<file path="config.mk">
export PLATFORM = sky130hd
export DESIGN_NAME = cs_viol_status
export DESIGN_NICKNAME = d
export VERILOG_FILES = /design/src/rtl/cs_viol_pkg.sv /design/src/rtl/cs_viol_detect.sv /design/src/rtl/cs_access_gate.sv /design/src/rtl/cs_ctrl_reg.sv /design/src/rtl/cs_status_regs.sv /design/src/rtl/cs_viol_status.sv
export SDC_FILE = /design/constraint.sdc
export NUM_CORES = 1
export LEC_CHECK = 0
export BUFFER_PORTS_ARGS = -buffer_cell sky130_fd_sc_hd__buf_2
export CORE_MARGIN = 4
export CORE_UTILIZATION = 35
export CTS_BUF_LIST = sky130_fd_sc_hd__clkbuf_4
export CTS_CLUSTER_SIZE = 14
export DETAILED_ROUTE_END_ITERATION = 8
export PLACE_DENSITY = 0.88
export SYNTH_ARGS = -nofsm -noshare
export SYNTH_HDL_FRONTEND = slang
export SYNTH_SLANG_ARGS = --single-unit
</file>
<file path="constraint.sdc">
create_clock -name clk_i -period 1.37 [get_ports clk_i]
set_clock_uncertainty 0.05 [all_clocks]
set_input_delay 0.137 -clock clk_i [delete_from_list [all_inputs] [get_ports clk_i]]
set_output_delay 0.137 -clock clk_i [all_outputs]
set_load 0.005 [all_outputs]
</file>
<file path="src/rtl/cs_viol_pkg.sv">
package cs_viol_pkg;
  localparam int unsigned DATA_W       = 32;
  // status word bit positions (lsb-0)
  localparam int unsigned STAT_WO_BIT  = 29;
  localparam int unsigned STAT_RO_BIT  = 28;
  localparam int unsigned STAT_IDX_LSB = 24;
  // control word bit positions
  localparam int unsigned CTRL_MEN_BIT  = 0;
  localparam int unsigned CTRL_BEN_BIT  = 1;
  localparam int unsigned CTRL_BACT_BIT = 2;

  typedef struct packed {
    logic boot_act;
    logic boot_en;
    logic mst_en;
  } ctrl_t;

  localparam ctrl_t CTRL_RST = '{boot_act: 1'b1, boot_en: 1'b1, mst_en: 1'b0};
endpackage

</file>
<file path="src/rtl/cs_viol_detect.sv">
module cs_viol_detect #(
  parameter int unsigned N_REGIONS = 8,
  localparam int unsigned IDX_W    = $clog2(N_REGIONS)
) (
  input  logic                 valid_i,
  input  logic [IDX_W-1:0]     cs_i,
  input  logic                 wr_i,
  input  logic [N_REGIONS-1:0] ro_attr_i,
  input  logic [N_REGIONS-1:0] wo_attr_i,
  output logic                 wo_viol_o,
  output logic                 ro_viol_o
);
  logic [N_REGIONS-1:0] hit;

  for (genvar g = 0; g < N_REGIONS; g++) begin : g_hit
    assign hit[g] = valid_i && (cs_i == IDX_W'(g));
  end

  assign wo_viol_o = !wr_i && |(hit & wo_attr_i);
  assign ro_viol_o =  wr_i && |(hit & ro_attr_i);
endmodule

</file>
<file path="src/rtl/cs_access_gate.sv">
module cs_access_gate
  import cs_viol_pkg::*;
#(
  parameter int unsigned IDX_W = 3
) (
  input  logic             valid_i,
  input  logic [IDX_W-1:0] cs_i,
  input  logic             viol_i,
  input  ctrl_t            ctrl_i,
  output logic             ok_o
);
  logic boot_path;
  logic open;

  // region 0 as boot device bypasses the master enable
  assign boot_path = ctrl_i.boot_act && (cs_i == '0);
  assign open      = boot_path ? ctrl_i.boot_en : ctrl_i.mst_en;
  assign ok_o      = valid_i && open && !viol_i;
endmodule

</file>
<file path="src/rtl/cs_ctrl_reg.sv">
module cs_ctrl_reg
  import cs_viol_pkg::*;
(
  input  logic              clk_i,
  input  logic              rst_ni,
  input  logic              we_i,
  input  logic [DATA_W-1:0] wdata_i,
  output ctrl_t             ctrl_o
);
  always_ff @(posedge clk_i or negedge rst_ni) begin
    if (!rst_ni) begin
      ctrl_o <= CTRL_RST;
    end else if (we_i) begin
      ctrl_o.mst_en   <= wdata_i[CTRL_MEN_BIT];
      ctrl_o.boot_en  <= wdata_i[CTRL_BEN_BIT];
      ctrl_o.boot_act <= wdata_i[CTRL_BACT_BIT];
    end
  end
endmodule

</file>
<file path="src/rtl/cs_status_regs.sv">
module cs_status_regs #(
  parameter int unsigned IDX_W = 3
) (
  input  logic             clk_i,
  input  logic             rst_ni,
  input  logic             clr_wo_i,
  input  logic             clr_ro_i,
  input  logic             set_wo_i,
  input  logic             set_ro_i,
  input  logic [IDX_W-1:0] cs_i,
  output logic             wo_o,
  output logic             ro_o,
  output logic [IDX_W-1:0] idx_o
);
  always_ff @(posedge clk_i or negedge rst_ni) begin
    if (!rst_ni) begin
      wo_o  <= 1'b0;
      ro_o  <= 1'b0;
      idx_o <= '0;
    end else begin
      // set dominates clear
      wo_o <= set_wo_i || (wo_o && !clr_wo_i);
      ro_o <= set_ro_i || (ro_o && !clr_ro_i);
      if (set_wo_i || set_ro_i) idx_o <= cs_i;
    end
  end
endmodule

</file>
<file path="src/rtl/cs_viol_status.sv">
module cs_viol_status
  import cs_viol_pkg::*;
#(
  parameter int unsigned N_REGIONS = 8,
  localparam int unsigned IDX_W    = $clog2(N_REGIONS)
) (
  input  logic                 clk_i,
  input  logic                 rst_ni,
  input  logic                 reg_we_i,
  input  logic                 reg_addr_i,
  input  logic [DATA_W-1:0]    reg_wdata_i,
  output logic [DATA_W-1:0]    reg_rdata_o,
  input  logic                 acc_valid_i,
  input  logic [IDX_W-1:0]     acc_cs_i,
  input  logic                 acc_wr_i,
  input  logic [N_REGIONS-1:0] ro_attr_i,
  input  logic [N_REGIONS-1:0] wo_attr_i,
  output logic                 acc_ok_o
);
  logic             wo_viol, ro_viol;
  logic             wo_flag, ro_flag;
  logic [IDX_W-1:0] err_idx;
  ctrl_t            ctrl_q;
  logic             stat_we, ctrl_we;
  logic             unused_wdata;

  assign stat_we = reg_we_i && (reg_addr_i == 1'b0);
  assign ctrl_we = reg_we_i && (reg_addr_i == 1'b1);
  assign unused_wdata = ^reg_wdata_i;

  cs_viol_detect #(.N_REGIONS(N_REGIONS)) u_detect (
    .valid_i   (acc_valid_i),
    .cs_i      (acc_cs_i),
    .wr_i      (acc_wr_i),
    .ro_attr_i (ro_attr_i),
    .wo_attr_i (wo_attr_i),
    .wo_viol_o (wo_viol),
    .ro_viol_o (ro_viol)
  );

  cs_status_regs #(.IDX_W(IDX_W)) u_status (
    .clk_i    (clk_i),
    .rst_ni   (rst_ni),
    .clr_wo_i (stat_we && reg_wdata_i[STAT_WO_BIT]),
    .clr_ro_i (stat_we && reg_wdata_i[STAT_RO_BIT]),
    .set_wo_i (wo_viol),
    .set_ro_i (ro_viol),
    .cs_i     (acc_cs_i),
    .wo_o     (wo_flag),
    .ro_o     (ro_flag),
    .idx_o    (err_idx)
  );

  cs_ctrl_reg u_ctrl (
    .clk_i   (clk_i),
    .rst_ni  (rst_ni),
    .we_i    (ctrl_we),
    .wdata_i (reg_wdata_i),
    .ctrl_o  (ctrl_q)
  );

  cs_access_gate #(.IDX_W(IDX_W)) u_gate (
    .valid_i (acc_valid_i),
    .cs_i    (acc_cs_i),
    .viol_i  (wo_viol || ro_viol),
    .ctrl_i  (ctrl_q),
    .ok_o    (acc_ok_o)
  );

  always_comb begin
    reg_rdata_o = '0;
    if (reg_addr_i == 1'b0) begin
      reg_rdata_o[STAT_WO_BIT]             = wo_flag;
      reg_rdata_o[STAT_RO_BIT]             = ro_flag;
      reg_rdata_o[STAT_IDX_LSB +: IDX_W]   = err_idx;
    end else begin
      reg_rdata_o[CTRL_MEN_BIT]  = ctrl_q.mst_en;
      reg_rdata_o[CTRL_BEN_BIT]  = ctrl_q.boot_en;
      reg_rdata_o[CTRL_BACT_BIT] = ctrl_q.boot_act;
    end
  end
endmodule

</file>
==> metrics.yaml, run 1 <==
dp_cells: 155
die_w_um: 55.6
fp-row-count: 16
leakagePower_nw: 0.552
fin_crit_ps: 1650
synth_area_per_cell_um2: 9.10
dp_hpwl_um: 1640
maxCapViolations: 0
hold_viol: 0
core_area_mm2: 0.00206
ys_warn_count: 0
grt_pass1_wl_um: 3040
grt_max_degree: 11
postRouteAntennaNets: 0
multi_input_area_um2: 495
cts_tree: "built"
cts.sinks: 8
finalCoreUtilization_pct: 49.0
clock.fmax_mhz: 606
initial_utilization_pct: 38.4
dr.pass1.iters: 2
arrival_ps: 1460
yosysSeqAreaShare_pct: 25.6
cp_data_required_time_ps: 1180
die_h_um: 55.6
path_class: "reg2out"
fp.dieArea_mm2: 0.00309
worstPathMaxFanout: 2
worstSetupEndpointType: "primary output"
ys_types: 25
antennaDiodeCount: 0
synth_edf_count: 0
setup_slack_ps: -281
grt_overflow_total: 0
grt_pass1_vias: 710
netlist_instances: 87
ys.flop_type: "dfrtp_1"
routedWlPerCell_um: 11.9
synth-seq-cells: 8
setup_viol: 1
hold_path.class: "in2reg"
ir_drop_mv: 0.445
num_vias: 684
nNetsFinal: 191
violations: "setup timing"
rsz0062_at_grt: "true"
ff_latch_area_um2: 203
area_growth_pct: 27.6
drive_gt1_share_pct: 47.7
power.density_mw_per_mm2: 792
nFillCells: 204
finalNonFillerCells: 159
htree_levels: 1
grt_usage_pct: 12.5
min_period_over_period_pct: 121
via_per_inst: 4.30
io_pins: 90
drv_slew: 0
cts_buffers: 3
ff2ff_setup_slack_ps: 500
io_buffers: 38
cts_buffer_depth: 2
cts_root_buf: "clkbuf_4"
place_ws_ps: -241
gp_congestion: 0.753
drc: 0
clk_latency_ps: 260
antenna_found_initial: 0
netlist_area_um2: 792
drtIter0Drc: 3
cp-start-kind: "register"
outcome: "finished with violations"
clk_pin_slew_ps: 60
async_flop_share_pct: 100
routed_wl_um: 1900
[per-stage QoR]
step	instance area, µm²	setup TNS (ps)	hold slack (ps)	power [mW]
after detailed placement	958	-775	-61.5	0.609
final	1010	-281	64.2	0.801
after floorplan	896	0	-209	0.534
after CTS	1010	-301	58.6	0.808
after global placement	958	-530	-71.1	0.596
after global routing	1010	-339	60.3	0.858
[cells in the mapped netlist (2+ instances only)]
cell type   n  area share (%)
buf_6       2             2.8
a32oi_1     2             2.2
nand2b_1    3             2.4
o2bb2ai_1   2             2.2
buf_4      25              24
o21ai_0     2             1.3
a221oi_1    2             2.2
nand2_1    10             4.7
dfrtp_1     6              19
a31oi_1     2             1.6
nor2b_1     6             4.7
and2_1      3             2.4
mux2i_1     5             6.3
mux2_4      3             5.7
mux2_2      3             4.3
dfstp_2     2             6.6
[critical path, cell delays in order (launching register included)]
cell and delay, ps:
dfstp_2 530, nor4b_4 200, mux2i_1 270, nor3b_2 70, buf_2 130
[cell type report]
class	count	area share (%)
clock buffers	3	2.23
inverters	1	0.371
multi-input cells	74	49.0
flip-flops and latches	8	20.0
well taps	27	3.34
repair buffers	46	25.0
[repair_timing]
action | 4_1_cts | 5_1_grt
setup buffers | 0 | 0
pin swaps | 1 | 0
resized for setup | 2 | 1
endpoints found under the setup margin | 1 | 1
endpoints found under the hold margin | 8 | 0
hold buffers | 1 | 0
[kinds of logic after synthesis]
logic type	share of synthesized area (%)
other	0.473
and+or+nand+nor	21.2
DFF	25.6
AOI/OAI and AO/OA	9.48
muxes	16.3
buffers and inverters	27.0
[per-layer routing]
layer	up-vias	GRT usage, %	routed length [µm]
met5	-	0	0
met4	0	5.21	23
met3	4	4.87	205
met2	34	23.8	992
met1	305	11.7	675
li1	341	-	-
[path summary, 6_finish.rpt]
| path | startpoint | end | cells past startpoint |
|---|---|---|---|
| setup / recovery | u_ctrl.ctrl_o[2] | acc_ok_o | 4 |
| hold / removal | reg_wdata_i[0] | u_ctrl.ctrl_o[0] | 2 |
| setup reg to reg | u_ctrl.ctrl_o[2] | u_ctrl.ctrl_o[2] | 2 |
| hold reg to reg | u_status.ro_o | u_status.ro_o | 2 |
| max in group asynchronous | rst_ni | u_ctrl.ctrl_o[1] | 2 |
| min in group asynchronous | rst_ni | u_ctrl.ctrl_o[0] | 2 |
[sequential cells by signal, indices dropped and copies added (netlist names)]
signal          flops
u_ctrl.ctrl_o       3
u_status.idx_o      3
u_status.ro_o       1
u_status.wo_o       1
[cell usage in the layout, fill, tap and decap left out, drive strengths merged]
cell type | netlist | final
buf | 27 | 45
a221oi | 2 | 2
and2 | 4 | 4
dlygate4sd3 | 0 | 1
nand2b | 3 | 3
nor4b | 1 | 1
o21ai | 2 | 2
dfstp | 2 | 2
a31oi | 2 | 2
nor3b | 1 | 1
mux2i | 5 | 5
and3b | 1 | 1
a32oi | 2 | 2
or2b | 1 | 1
and2b | 1 | 1
o2bb2ai | 2 | 2
clkbuf | 0 | 3
dfrtp | 6 | 6
mux2 | 6 | 6
nor2b | 6 | 6
inv | 1 | 1
conb | 1 | 24
nand2 | 11 | 11
[power by group]
part           switching (mW)  leakage (nW)  internal, mW  total [mW]
Combinational           0.130         0.447         0.169       0.299
Clock                  0.0842        0.0138         0.101       0.185
Sequential             0.0261        0.0905         0.291       0.317
Power figures use the tool's default switching activity.
==> inputs of run 2 (changes only) <==
--- a/config.mk
+++ b/config.mk
@@ -12,6 +12,7 @@
 export CTS_CLUSTER_SIZE = 14
 export DETAILED_ROUTE_END_ITERATION = 8
 export PLACE_DENSITY = 0.88
+export SKIP_LAST_GASP = 1
 export SYNTH_ARGS = -nofsm -noshare
 export SYNTH_HDL_FRONTEND = slang
 export SYNTH_SLANG_ARGS = --single-unit
==> run 2 against run 1 <==
Effect of this change:
- the run still ends with setup timing left
- setup slack did not move
- first-iteration DRC count grew 33%
- flip-flop and latch count stayed put
- sequential share of layout area unchanged
- design area did not move
- sequential power is essentially flat
- cell count stayed put
- via count unchanged
- register-to-register slack about the same
- highest routed layer unchanged
==> metrics.yaml, run 2 (same netlist as run 1, synthesis figures left out) <==
grt_pass1_wl_um: 3040
hold_path.class: "in2reg"
die_w_um: 55.6
multi_input_area_um2: 495
comb_power_share_pct: 37.3
crit_cells: 4
nNetsFinal: 191
setup_tns_ps: -281
dpl_cell_area_um2: 958
gp_congestion: 0.753
postRouteAntennaNets: 0
dp_cells: 155
via_per_inst: 4.30
final_cell_area_mm2: 0.00101
switchingPower_mw: 0.240
setup_viol: 1
drtIter0Drc: 4
cts.sinks: 8
drive_gt1_share_pct: 47.7
fp.dieArea_mm2: 0.00309
setup_slack_ps: -281
grt_overflow_total: 0
io_buffers: 38
ff2ff_setup_slack_ps: 500
core_area_mm2: 0.00206
ff_latch_area_um2: 203
ir_drop_mv: 0.445
rsz0062_at_grt: "true"
clk_pin_slew_ps: 60
top_regs: "u_ctrl.ctrl_o: 3 flops, u_status.idx_o: 3 flops"
setup.worst_path.end: "acc_ok_o"
fin_crit_ps: 1650
clock.fmax_mhz: 606
die_h_um: 55.6
grt_usage_pct: 12.5
switching_share_pct: 30.0
dr.pass1.iters: 2
io_pins: 90
clkPwrFrac_pct: 23.1
grt_pass1_vias: 710
nFillCells: 204
cts_buffers: 3
cp_slowest_cell: "dfstp_2"
num_vias: 684
seqPwrFrac_pct: 39.6
place_ws_ps: -241
antenna_found_initial: 0
htree_levels: 1
clk_latency_ps: 260
outcome: "finished with violations"
violations: "setup timing"
startpoint: "u_ctrl.ctrl_o[2]"
cp_data_required_time_ps: 1180
path_cells: "nor4b_4 > mux2i_1 > nor3b_2 > buf_2"
worstPathMaxFanout: 2
dp_hpwl_um: 1640
postCtsSetupBuffers: 0
leakagePower_nw: 0.552
path_buf_inv: 1
routed_wl_um: 1900
antennaDiodeCount: 0
power.density_mw_per_mm2: 792
finalCoreUtilization_pct: 49.0
arrival_ps: 1460
reg2reg_depth: 2
rr_endpoint: "u_ctrl.ctrl_o[2]"
cts_root_buf: "clkbuf_4"
cts_tree: "built"
initial_utilization_pct: 38.4
fp-row-count: 16
grt_max_degree: 11
finalNonFillerCells: 159
p_int_mw: 0.560
final_cell_mix: "buf_2, conb_1, nand2_1"
critPathTopFamily: "flip-flops"
drv_slew: 0
final_common_cell: "buf_2"
maxCapViolations: 0
path_class: "reg2out"
area_growth_pct: 27.6
cts_buffer_depth: 2
cp-start-kind: "register"
min_period_over_period_pct: 121
slowest_delay_ps: 530
reg2reg_from: "u_ctrl.ctrl_o[2]"
routedWlPerCell_um: 11.9
worstSetupEndpointType: "primary output"
hold_viol: 0
drc: 0
==> run 2: layout make-up <==
| class | count | area share [%] |
|---|---|---|
| Multi-Input combinational cell | 74 | 49.0 |
| Timing Repair Buffer | 46 | 25.0 |
| Sequential cell | 8 | 20.0 |
| Tap cell | 27 | 3.34 |
| Clock buffer | 3 | 2.23 |
| Inverter | 1 | 0.371 |
==> run 2: worst min-delay path by stage <==
stage                         startpoint                 to  slack, ps  cells past startpoint
after detailed placement          rst_ni   u_ctrl.ctrl_o[0]        -60                      1
final                     reg_wdata_i[0]   u_ctrl.ctrl_o[0]         60                      2
after global routing      reg_wdata_i[2]   u_ctrl.ctrl_o[2]         60                      2
after CTS                 reg_wdata_i[0]   u_ctrl.ctrl_o[0]         60                      2
after global placement            rst_ni  u_status.idx_o[0]        -70                      1
after floorplan                   rst_ni   u_ctrl.ctrl_o[0]       -210                      0
==> run 2: what timing repair did <==
item                       CTS  global route
gates resized for setup      2             1
hold buffers                 1             0
setup endpoints to repair    1             1
pin swaps                    1             0
hold endpoints to repair     8             0
==> run 2: routing by layer <==
metal,vias up,track usage (%),wire length [µm]
met4,0,5.21,23
met3,4,4.87,205
li1,341,-,-
met2,34,23.8,992
met1,305,11.7,675
met5,-,0,0
==> run 2: power groups by stage <==
stage                     combinational (mW)  sequential [mW]  clock [mW]
final                                  0.299            0.317       0.185
after global routing                   0.332            0.325       0.201
after CTS                              0.297            0.318       0.193
after detailed placement               0.288            0.322           0
after global placement                 0.279            0.317           0
after floorplan                        0.223            0.311           0
==> run 2: per-stage QoR <==
| stage | hold WS (ps) | power, mW |
|---|---|---|
| floorplan | -209 | 0.534 |
| global placement | -71.1 | 0.596 |
| detailed placement | -61.5 | 0.609 |
| CTS | 58.6 | 0.808 |
| global route | 60.3 | 0.858 |
| finish | 64.2 | 0.801 |
==> inputs of run 3 (changes only) <==
--- a/config.mk
+++ b/config.mk
@@ -12,6 +12,7 @@
 export CTS_CLUSTER_SIZE = 14
 export DETAILED_ROUTE_END_ITERATION = 8
 export PLACE_DENSITY = 0.88
+export SETUP_SLACK_MARGIN = 0.5
 export SKIP_LAST_GASP = 1
 export SYNTH_ARGS = -nofsm -noshare
 export SYNTH_HDL_FRONTEND = slang
==> run 3 against run 2 <==
Effect of this change:
- the run still ends with setup timing left
- first-iteration DRC count rose by 25%
- fmax rose by 2.0%
- via count rose by 5.6%
- setup slack improved by 32 ps
- sequential share of layout area fell by 3.7 points
- global-route usage rose by 0.63 points
- worst hold slack improved by 2.4 ps
- design area rose by 23%
- non-clock buffer count rose by 11
- routed wire length rose by 10%
- critical path type unchanged
- critical endpoint unchanged
- largest power group is now combinational logic
==> metrics.yaml, run 3 (same netlist as run 1, synthesis figures left out) <==
outcome: "finished with violations"
violations: "setup timing"
fp.dieArea_mm2: 0.00309
io_buffers: 38
grt_pass1_vias: 685
cts_buffers: 3
final_cell_mix: "buf_2, conb_1, buf_4"
die_w_um: 55.6
dp_hpwl_um: 1590
nNetsFinal: 202
cp_data_required_time_ps: 1180
leakagePower_nw: 0.663
finalNonFillerCells: 171
fin_crit_ps: 1620
core_area_mm2: 0.00206
wl_met1_um: 805
wl_met2_um: 1110
htree_levels: 1
grt_pass1_wl_um: 3260
setup_viol: 2
maxCapViolations: 0
clk_pin_slew_ps: 50
power.total_mw: 0.989
min_period_over_period_pct: 118
via_per_inst: 4.22
power.density_mw_per_mm2: 798
cts_root_buf: "clkbuf_4"
top_regs: "u_ctrl.ctrl_o: 3 flops, u_status.idx_o: 3 flops"
grt_overflow_total: 0
worstSetupEndpointType: "primary output"
ir_drop_mv: 0.529
dr.pass1.iters: 3
hold_viol: 0
routed_wl_um: 2090
hold_path_startpoint: "reg_wdata_i[2]"
path_class: "reg2out"
clk_latency_ps: 250
top_layer: "met3"
grt_max_degree: 11
reg2reg_from: "u_ctrl.ctrl_o[2]"
startpoint: "u_ctrl.ctrl_o[2]"
cts_tree: "built"
area_growth_pct: 56.6
worstPathMaxFanout: 2
ff_latch_area_um2: 203
dp_cells: 155
cp-start-kind: "register"
nFillCells: 184
gp_congestion: 0.740
antennaDiodeCount: 0
setup_slack_ps: -249
die_h_um: 55.6
arrival_ps: 1430
drc: 0
final_common_cell: "buf_2"
clock.fmax_mhz: 618
postRouteAntennaNets: 0
met3_wirelength_um: 171
io_pins: 90
place_ws_ps: -227
hold_path.class: "in2reg"
cts.sinks: 8
rsz0062_at_grt: "true"
initial_utilization_pct: 38.4
cts_buffer_depth: 2
multi_input_area_um2: 546
routedWlPerCell_um: 12.2
grt_usage_pct: 13.1
drtIter0Drc: 5
drive_gt1_share_pct: 58.3
drv_slew: 0
antenna_found_initial: 0
num_vias: 722
final_cell_area_mm2: 0.00124
dpl_cell_area_um2: 958
fp-row-count: 16
run 3: metrics by stage:
step,utilization [%],TNS [ps],hold slack (ps)
detailed placement,46.5,-768,-62.3
global route,60.1,-454,54.5
finish,60.1,-322,66.6
floorplan,-,0,-209
global placement,46.5,-523,-70.7
CTS,53.4,-284,60.3
run 3: final cells by class:
cell class,count,area share (%)
multi-input cells,74,44.0
repair buffers,57,34.2
well taps,27,2.72
inverters,1,0.303
flip-flops and latches,8,16.3
clock buffers,4,2.42
run 3: worst max-delay path, stage by stage, from the launching register on:
cell and delay (ps):
dfstp_2 530, nor4b_4 200, mux2i_1 250, nor3b_2 70, buf_2 130
run 3: layer usage:
| layer | vias up | GRT usage [%] |
|---|---|---|
| li1 | 362 | - |
| met1 | 327 | 14.2 |
| met2 | 33 | 24.0 |
| met3 | 0 | 4.87 |
| met4 | 0 | 3.13 |
| met5 | - | 0 |
run 3: what timing repair did:
item	4_1_cts	5_1_grt
pin swaps	3	4
gates resized for setup	15	20
endpoints found under the setup margin	14	15
gates cloned	1	0
endpoints found under the hold margin	8	0
hold buffers	1	0
buffers inserted	3	7
run 3: report_power, final:
group          internal [mW]  switching (mW)  total, mW
clock network          0.132          0.0892      0.221
logic                  0.289           0.163      0.452
registers              0.291          0.0258      0.317
run 3: worst paths after layout:
check / to / slack, ps / cells past startpoint
max: acc_ok_o / -250 / 4
min: u_ctrl.ctrl_o[2] / 70 / 2
max reg2reg: u_ctrl.ctrl_o[2] / 310 / 4
min reg2reg: u_status.ro_o / 430 / 2
max in group asynchronous: u_ctrl.ctrl_o[2] / 840 / 2
min in group asynchronous: u_status.idx_o[0] / 180 / 2
